`config.mk`:
```
export PLATFORM = sky130hd
export DESIGN_NAME = cmem_fill_top
export DESIGN_NICKNAME = d
export VERILOG_FILES = /design/src/rtl/cmf_pkg.sv /design/src/rtl/cmf_regs.sv /design/src/rtl/cmf_seq.sv /design/src/rtl/cmf_mem.sv /design/src/rtl/cmem_fill_top.sv
export SDC_FILE = /design/constraint.sdc
export NUM_CORES = 2
export LEC_CHECK = 0
export BUFFER_PORTS_ARGS = -buffer_cell sky130_fd_sc_hd__buf_4
export CAP_MARGIN = 40
export CORE_MARGIN = 4
export CORE_UTILIZATION = 54
export DETAILED_ROUTE_END_ITERATION = 16
export MAX_ROUTING_LAYER = met4
export PLACE_DENSITY = 0.78
export SYNTH_ARGS = -nofsm -noshare
export SYNTH_HDL_FRONTEND = slang
export SYNTH_HIERARCHICAL = 1
export SYNTH_SLANG_ARGS = --single-unit
export TNS_END_PERCENT = 5
```
`constraint.sdc`:
```
create_clock -name clk -period 6.5 [get_ports clk]
set_clock_uncertainty 0.1 [all_clocks]
set_input_delay 0.65 -clock clk [delete_from_list [all_inputs] [get_ports clk]]
set_output_delay 0.65 -clock clk [all_outputs]
set_load 0.1 [all_outputs]
```
`src/rtl/cmf_pkg.sv`:
```
package cmf_pkg;
    localparam int CM_WORD_W  = 16;
    localparam int PAT_W      = 5;
    localparam int PAT_LSB    = 5;
    localparam int START_BIT  = 4;
    localparam int ZERO_W     = CM_WORD_W - PAT_W;

    typedef enum logic [1:0] {
        SEQ_IDLE  = 2'd0,
        SEQ_ARMED = 2'd1,
        SEQ_FILL  = 2'd2
    } seq_state_e;

    typedef struct packed {
        logic                 allow;
        logic [CM_WORD_W-1:0] mode;
    } regs_t;
endpackage

```
`src/rtl/cmf_regs.sv`:
```
module cmf_regs
    import cmf_pkg::*;
(
    input  logic                 clk,
    input  logic                 rst_n,
    input  logic                 wr_ctrl,
    input  logic                 wr_mode,
    input  logic [CM_WORD_W-1:0] wdata,
    input  logic                 fill_done,
    output logic                 allow_q,
    output logic                 start_q,
    output logic [CM_WORD_W-1:0] mode_q
);
    regs_t r_d, r_q;

    always_comb begin
        r_d = r_q;
        if (wr_ctrl) begin
            r_d.allow = wdata[0];
            if (!wdata[0]) begin
                r_d.mode[START_BIT] = 1'b0;
            end
        end
        if (wr_mode && !r_q.mode[START_BIT]) begin
            r_d.mode = wdata;
            if (!r_q.allow) begin
                r_d.mode[START_BIT] = 1'b0;
            end
        end
        if (fill_done) begin
            r_d.mode[START_BIT] = 1'b0;
        end
    end

    always_ff @(posedge clk) begin
        if (!rst_n) begin
            r_q <= '0;
        end else begin
            r_q <= r_d;
        end
    end

    assign allow_q = r_q.allow;
    assign start_q = r_q.mode[START_BIT];
    assign mode_q  = r_q.mode;

    AST_START_NEEDS_ALLOW: assert property (@(posedge clk) disable iff (!rst_n)
        start_q |-> allow_q);
    AST_MODE_FROZEN: assert property (@(posedge clk) disable iff (!rst_n)
        ($past(start_q) && start_q) |-> (mode_q == $past(mode_q)));
    AST_DONE_CLEARS: assert property (@(posedge clk) disable iff (!rst_n)
        fill_done |=> !start_q);
endmodule

```
`src/rtl/cmf_seq.sv`:
```
module cmf_seq
    import cmf_pkg::*;
#(
    parameter int DEPTH = 128,
    localparam int AW   = $clog2(DEPTH)
)(
    input  logic          clk,
    input  logic          rst_n,
    input  logic          start_q,
    input  logic          allow_q,
    input  logic          frame_sync,
    output logic          fill_we,
    output logic [AW-1:0] fill_addr,
    output logic          fill_done
);
    typedef struct packed {
        seq_state_e    state;
        logic [AW-1:0] cnt;
    } seq_t;

    seq_t s_d, s_q;

    always_comb begin
        s_d       = s_q;
        fill_we   = (s_q.state == SEQ_FILL) && start_q && allow_q;
        fill_done = fill_we && (s_q.cnt == AW'(DEPTH - 1));
        unique case (s_q.state)
            SEQ_IDLE: begin
                if (start_q) begin
                    s_d.cnt   = '0;
                    s_d.state = frame_sync ? SEQ_FILL : SEQ_ARMED;
                end
            end
            SEQ_ARMED: begin
                if (!start_q) begin
                    s_d.state = SEQ_IDLE;
                end else if (frame_sync) begin
                    s_d.state = SEQ_FILL;
                    s_d.cnt   = '0;
                end
            end
            SEQ_FILL: begin
                if (!fill_we || fill_done) begin
                    s_d.state = SEQ_IDLE;
                end else begin
                    s_d.cnt = s_q.cnt + 1'b1;
                end
            end
            default: s_d.state = SEQ_IDLE;
        endcase
    end

    always_ff @(posedge clk) begin
        if (!rst_n) begin
            s_q <= '{state: SEQ_IDLE, cnt: '0};
        end else begin
            s_q <= s_d;
        end
    end

    assign fill_addr = s_q.cnt;

    AST_ADDR_STEP: assert property (@(posedge clk) disable iff (!rst_n)
        (fill_we && $past(fill_we)) |-> (fill_addr == $past(fill_addr) + 1'b1));
    AST_FIRST_ADDR_ZERO: assert property (@(posedge clk) disable iff (!rst_n)
        (fill_we && !$past(fill_we)) |-> (fill_addr == '0));
    AST_STOP_HALTS: assert property (@(posedge clk) disable iff (!rst_n)
        !start_q |=> !fill_we);
endmodule

```
`src/rtl/cmf_mem.sv`:
```
module cmf_mem #(
    parameter int DEPTH = 128,
    parameter int W     = 16,
    localparam int AW   = $clog2(DEPTH)
)(
    input  logic          clk,
    input  logic          we,
    input  logic [AW-1:0] waddr,
    input  logic [W-1:0]  wdata,
    input  logic [AW-1:0] raddr,
    output logic [W-1:0]  rdata
);
    logic [W-1:0] mem_q [DEPTH];

    always_ff @(posedge clk) begin
        if (we) begin
            mem_q[waddr] <= wdata;
        end
    end

    assign rdata = mem_q[raddr];
endmodule

```
`src/rtl/cmem_fill_top.sv`:
```
module cmem_fill_top
    import cmf_pkg::*;
#(
    parameter int STREAMS = 4,
    parameter int SLOTS   = 32,
    localparam int DEPTH  = STREAMS * SLOTS,
    localparam int AW     = $clog2(DEPTH)
)(
    input  logic        clk,
    input  logic        rst_n,
    input  logic        frame_sync,
    input  logic [7:0]  bus_addr,
    input  logic        bus_wr,
    input  logic        bus_rd,
    input  logic [15:0] bus_wdata,
    output logic [15:0] bus_rdata
);
    logic                 is_mem;
    logic                 wr_ctrl, wr_mode, cpu_we;
    logic                 allow_q, start_q;
    logic [CM_WORD_W-1:0] mode_q;
    logic                 fill_we, fill_done;
    logic [AW-1:0]        fill_addr;
    logic                 mem_we;
    logic [AW-1:0]        mem_waddr;
    logic [CM_WORD_W-1:0] mem_wdata, mem_rdata;
    logic [CM_WORD_W-1:0] rdata_d, rdata_q;

    assign is_mem  = bus_addr[7];
    assign wr_ctrl = bus_wr && !is_mem && (bus_addr[6:0] == 7'd0);
    assign wr_mode = bus_wr && !is_mem && (bus_addr[6:0] == 7'd1);
    assign cpu_we  = bus_wr && is_mem && !start_q;

    cmf_regs u_regs (
        .clk       (clk),
        .rst_n     (rst_n),
        .wr_ctrl   (wr_ctrl),
        .wr_mode   (wr_mode),
        .wdata     (bus_wdata),
        .fill_done (fill_done),
        .allow_q   (allow_q),
        .start_q   (start_q),
        .mode_q    (mode_q)
    );

    cmf_seq #(.DEPTH(DEPTH)) u_seq (
        .clk        (clk),
        .rst_n      (rst_n),
        .start_q    (start_q),
        .allow_q    (allow_q),
        .frame_sync (frame_sync),
        .fill_we    (fill_we),
        .fill_addr  (fill_addr),
        .fill_done  (fill_done)
    );

    always_comb begin
        mem_we    = fill_we || cpu_we;
        mem_waddr = fill_we ? fill_addr : bus_addr[AW-1:0];
        mem_wdata = fill_we ? {mode_q[PAT_LSB +: PAT_W], {ZERO_W{1'b0}}} : bus_wdata;
    end

    cmf_mem #(.DEPTH(DEPTH), .W(CM_WORD_W)) u_mem (
        .clk   (clk),
        .we    (mem_we),
        .waddr (mem_waddr),
        .wdata (mem_wdata),
        .raddr (bus_addr[AW-1:0]),
        .rdata (mem_rdata)
    );

    always_comb begin
        rdata_d = rdata_q;
        if (bus_rd) begin
            if (is_mem) begin
                rdata_d = mem_rdata;
            end else if (bus_addr[6:0] == 7'd0) begin
                rdata_d = {{(CM_WORD_W-1){1'b0}}, allow_q};
            end else if (bus_addr[6:0] == 7'd1) begin
                rdata_d = mode_q;
            end else begin
                rdata_d = '0;
            end
        end
    end

    always_ff @(posedge clk) begin
        if (!rst_n) begin
            rdata_q <= '0;
        end else begin
            rdata_q <= rdata_d;
        end
    end

    assign bus_rdata = rdata_q;

    AST_FILL_EXCLUSIVE: assert property (@(posedge clk) disable iff (!rst_n)
        (bus_wr && is_mem && fill_we) |=> start_q || !allow_q || $past(fill_done));
endmodule

```
## After elaboration in Yosys (flattened, before gate mapping)

Memory sizes are Yosys's and may differ from the RTL's.
Index checks and enable logic that the tools add are counted.

- Reductions and logical operators: 22
- Muxes and demuxes: 20
- Bitwise gates (word level): 1
- Eq/ne operators: 11
- $add $sub $neg: 1

Operator list:

| kind | count |
|---|---|
| $mux W16 | 4 |
| $mux W7 | 3 |
| $pmux W7 S3 | 1 |
| $mux W9 | 2 |
| $ne A2 B2 Y1 const B | 5 |
| $logic_and A1 B1 Y1 | 9 |
| $add A7 B1 Y7 const B | 1 |
| $eq A7 B1 Y1 const B | 1 |
| $eq A7 B7 Y1 const B | 1 |
| $logic_not A7 Y1 | 1 |
| $mux W2 | 3 |
| $pmux W2 S3 | 1 |
| $mux W1 | 5 |
| $mux W5 | 1 |
| $reduce_and A5 Y1 | 1 |
| $logic_not A1 Y1 | 3 |
| $ne A3 B3 Y1 const B | 1 |
| $reduce_and A3 Y1 | 1 |
| $reduce_bool A3 Y1 | 1 |
| $eq A2 B1 Y1 const B | 1 |
| $eq A2 B2 Y1 const B | 1 |
| $logic_not A2 Y1 | 1 |
| $logic_or A1 B1 Y1 | 2 |
| $ne A2 B1 Y1 const B | 1 |
| other kinds (4) | 4 |

- Output and inout bits: 16
- Register bits after elaboration: 42
- Bits in writable memories: 2048
- Memories: 1

Memory list:

| memory | words | width | rd ports | clocked after memory_dff | write ports | RTL line | source |
|---|---|---|---|---|---|---|---|
| u_mem.mem_q | 128 | 16 | 1 | 0 | 1 | cmf_mem.sv:13 | `logic [W-1:0] mem_q [DEPTH];` |

## Depth between registers and ports, before layout

- Depth after elaboration: 7
- Depth in mapped cells: 11
- Gate-level depth less buffers: 7

## Cells and area by module

Netlist, hierarchy kept.

By module, submodules not included:

| module | area an instance (um2) | cells an instance | times used |
|---|---|---|---|
| cmf_mem | 78202.5 | 3070 | 1 |
| cmem_fill_top | 1166.1 | 141 | 1 |
| cmf_regs | 651.9 | 75 | 1 |
| cmf_seq | 538.0 | 61 | 1 |

## Least setup slack after synthesis

OpenSTA, ideal clock, no wires.

- Kind: flip-flop to flip-flop
- Start: register u_regs.r_q (netlist bit u_regs/mode_q[4])
- End: memory u_mem.mem_q[0][0] (data pin)
- Data arrival time: 4.164 ns
- Buffers on the path: 3
- Stages on the path, launching flop included: 6
- Slack: 1.406 ns
- Cells stage by stage: dfxtp_1 > and4b_1 > buf_6 > clkbuf_1 > buf_2 > nor2b_1

- Word-level cells in the longest chain between the ends: 3

RTL lines:

| element | RTL line | source |
|---|---|---|
| start, declared | cmf_regs.sv:14 | `regs_t r_d, r_q;` |
| start signal, assigned | cmf_regs.sv:39 | `r_q <= r_d;` |
| $logic_and A1 B1 Y1 (2 in a row) | cmf_seq.sv:25 | `fill_we = (s_q.state == SEQ_FILL) && start_q && allow_q;` |
| named net fill_we | cmem_fill_top.sv:22 | `logic fill_we, fill_done;` |
| $mux W16 | cmem_fill_top.sv:60 | `mem_wdata = fill_we ? {mode_q[PAT_LSB +: PAT_W], {ZERO_W{1'b0}}} : bus_wdata;` |
| named net mem_wdata[0] | cmem_fill_top.sv:26 | `logic [CM_WORD_W-1:0] mem_wdata, mem_rdata;` |
| end, declared | cmf_mem.sv:13 |  |

The timed path passes the listed nets, and every way through them passes these cells.

## Worst setup path in the final report

- Start: register u_regs.r_q (netlist bit u_regs/mode_q[4])
- End: memory u_mem.mem_q[122][15] (enable)

- Elaborated cells between the ends (all ways): 8

RTL lines:

| element | RTL line | source |
|---|---|---|
| $logic_and A1 B1 Y1 (2 in a row) | cmf_seq.sv:25 |  |
| named net fill_we | cmem_fill_top.sv:22 |  |
| $mux W7 | cmem_fill_top.sv:59 | `mem_waddr = fill_we ? fill_addr : bus_addr[AW-1:0];` |
| named net mem_waddr[0] | cmem_fill_top.sv:25 | `logic [AW-1:0] mem_waddr;` |

The timed path passes the listed nets, and every way through them passes these cells.

==> results.py <==
metrics = {
    "run_status": {
        "status": "finished, final reports clean",
    },
    "clocking": {
        "cts_hold_buf": 17,
        "h-tree-depth": 4,
        "post_cts_resized": 0,
        "cts_buffers": 196,
        "clockBufferDepth": 3,
        "cts_root_buf": "clkbuf_16",
        "cts_setup_buffers": 0,
        "clk_latency_ns": 0.86,
        "cts.sinks": 2090,
        "tritoncts": "built",
        "clk_pin_slew_ns": 0.06,
    },
    "route": {
        "vias": 39300,
        "routed_wirelength_um": 207000,
        "detail_route.iter0.violations": 6888,
        "final_antenna_net_count": 0,
        "drtPass1Iterations": 6,
        "wl_per_cell_um": 36.2,
        "drc": 0,
        "via_per_inst": 6.86,
    },
    "sta": {
        "setup_tns_ns": 0,
        "fmax_mhz": 231,
        "worst_slack_ns": 2.16,
        "relSlewSlack_pct": 28.2,
        "whs_ns": 0.185,
        "period_minus_slack_ns": 4.34,
        "rsz0062_at_grt": "false",
        "worst_slew_pin_slew_ns": 1.08,
        "hold_viol": 0,
        "setup_viol": 0,
        "min_period_over_period_pct": 66.7,
        "slew_viol_final": 0,
    },
    "synth": {
        "synth_top_area_share_pct": 76.3,
        "synth_xor_area_share_pct": 0,
        "synth_mux_area_share_pct": 19.2,
        "synth_compound_area_share_pct": 0.819,
        "synthSimpleGateAreaFrac_pct": 1.49,
        "ys_ff_latch": 2090,
        "yosysMostFrequentCell": "edfxtp_1",
        "yosys.area_share.adder_pct": 0.0155,
        "avgSynthCellArea_um2": 24.1,
        "synth_area_leaders": "edfxtp_1, mux4_2, dfxtp_1, nor2_1, clkbuf_1",
        "yosys_warnings": 6,
        "async_flop_share_pct": 0,
        "synth.yosys.seq_area_share_pct": 77.4,
        "synth_nets": 3377,
        "yosys-top-cells-count": "edfxtp_1, mux4_2, nor2_1",
        "synth-main-ff-cell": "edfxtp_1",
        "netlist_area_um2": 80600,
        "ys_types": 52,
        "synth_edf_count": 2048,
        "synth_top_area_cell": "edfxtp_1",
        "netlist_instances": 3347,
        "synth_top_family_by_area": "multiplexers",
    },
    "pwr": {
        "ir_drop_v": 0.000249,
        "p_leak_uw": 0.0283,
        "p_sw_uw": 5900,
        "power.share.switching_pct": 21.4,
        "power_frac_comb_pct": 5.2,
        "power_frac_clock_pct": 40.9,
        "p_seq_share_pct": 53.9,
        "p_int_uw": 21600,
        "power.density_nw_per_um2": 302,
    },
    "global_route": {
        "grt_first_pass_wirelength_um": 297000,
        "grt_max_degree": 105,
        "grt_pass1_vias": 39500,
        "grt_util_all_layers_pct": 27.7,
        "grt_overflow_total": 0,
        "antenna_found_initial": 12,
    },
    "setup_path": {
        "start_kind": "register",
        "cp-end-kind": "register",
        "critPathArrivalTime_ns": 4.76,
        "setup.worst_path.class": "reg -> reg",
        "cp_max_fo": 19,
        "required_ns": 6.93,
    },
    "die": {
        "die-area_um2": 155000,
        "die_w_um": 394,
        "initial_core_util_pct": 54.4,
        "die_h_um": 394,
        "ios": 45,
        "fp.coreArea_um2": 148000,
        "core.rowCount": 141,
    },
    "final_layout": {
        "fin_cells": 5734,
        "nets": 3653,
        "final_cell_area_um2": 91000,
        "drive_above_1_share_pct": 33.9,
        "syn_to_final_growth_pct": 13.0,
    },
    "place": {
        "place_hpwl_um": 112000,
        "port_buffers": 44,
        "gp_congestion": 0.850,
        "dp.cells": 5337,
        "place_area_um2": 84500,
        "post-place-ws_ns": 1.92,
    },
    "hold_path": {
        "hold_class": "in -> reg",
    },
    "run": {
        "max_cap_viol_count": 0,
    },
}
[cells by family (layout without fill, tap and decap cells)]
logic type                 Yosys count  in the layout
AOI/OAI and AO/OA                   92             92
and+or+nand+nor                    267            267
other                                0             12
buffers and inverters              195            640
muxes                              702            702
adders and majority gates            1              1
DFF                               2090           2090
[cell type report]
class	count	area [um^2]
diodes	12	30.0
clock buffers	244	5200
inverters	7	26.3
repair buffers	266	2380
multi-input cells	1062	17500
well taps	1930	2410
fillers	9211	57000
flip-flops and latches	2090	62300
clock inverters	123	1110
[registers in the layout, summed over array words and instances (netlist names)]
name             cells
u_regs/allow_q       1
bus_rdata           16
u_seq/fill_addr      7
u_mem/mem_q       2048
u_seq/s_q            2
u_regs/mode_q       16
[path summary, 6_finish.rpt]
| kind | startpoint | endpoint | slack, ns | cells after the start |
|---|---|---|---|---|
| worst min register to register | u_regs/mode_q[0] | u_regs/mode_q[0] | 0.37 | 2 |
| worst max register to register | u_regs/mode_q[4] | u_mem/mem_q[122][15] | 2.16 | 6 |
| worst max-delay path | u_regs/mode_q[4] | u_mem/mem_q[122][15] | 2.16 | 6 |
| worst min-delay path | bus_rd | bus_rdata[5] | 0.18 | 2 |
[per-stage QoR]
step	util [%]	total power, uW
2_1_floorplan	-	16000
3_3_place_gp	56.9	16500
3_5_place_dp	57.1	16500
4_1_cts	61.4	27600
5_1_grt	61.5	28300
6_report	61.5	27500
[placed cells by master (no fill, tap or decap), types with 4 or more instances in the layout]
master         Yosys  routed
mux2_4             0       5
buf_4             11     223
buf_16             0       7
nand4_1            7       7
a21boi_0           7       7
a21oi_2            9       9
nor3_2             0       9
clkinv_1           0      49
inv_6              0       6
edfxtp_1        2048    2048
nand3_1           15      15
clkinvlp_4         0       4
clkbuf_16          0     199
nor2_2             0       6
mux2_2            29      24
a21boi_1          11      11
clkbuf_1          87      40
clkbuf_8           1       5
nor2b_1           21      10
buf_12             0      12
a21o_1             6       6
nor2_1           127     121
clkinv_16          0       4
diode_2            0      12
clkinv_2           0      37
o21ai_0           18      18
inv_1              6       6
nand2_1           67      67
mux4_2           672     672
bufinv_16          0      14
a21oi_1           20      20
nor2b_4            0      11
dfxtp_1           42      42
a21o_2             8       8
dlygate4sd3_1      0      17
buf_8              0       6
clkinv_4           0       4
[power groups by stage]
| stage | clock [uW] | sequential (uW) | combinational, uW |
|---|---|---|---|
| floorplan | 0 | 15200 | 842 |
| global placement | 0 | 15100 | 1340 |
| detailed placement | 0 | 15100 | 1390 |
| CTS | 11400 | 14800 | 1420 |
| global route | 12000 | 14800 | 1490 |
| finish | 11300 | 14800 | 1440 |
[layer usage]
| metal | up-vias | track usage (%) | share of wire (%) |
|---|---|---|---|
| met2 | 3163 | 41.2 | 48 |
| met5 | - | - | 0 |
| met1 | 20800 | 37.2 | 35 |
| li1 | 14900 | - | - |
| met3 | 479 | 8.10 | 14 |
| met4 | 0 | 10.1 | 4.0 |
[worst max-delay path, stage by stage (launching register included)]
cell and delay [ns]:
dfxtp_1 0.50, and4b_2 0.71, mux2_2 0.59, nor2b_1 0.29, nand2_1 0.59, nor2_1 0.87, buf_4 0.36
Note: power is estimated with default switching activity, not from simulation.
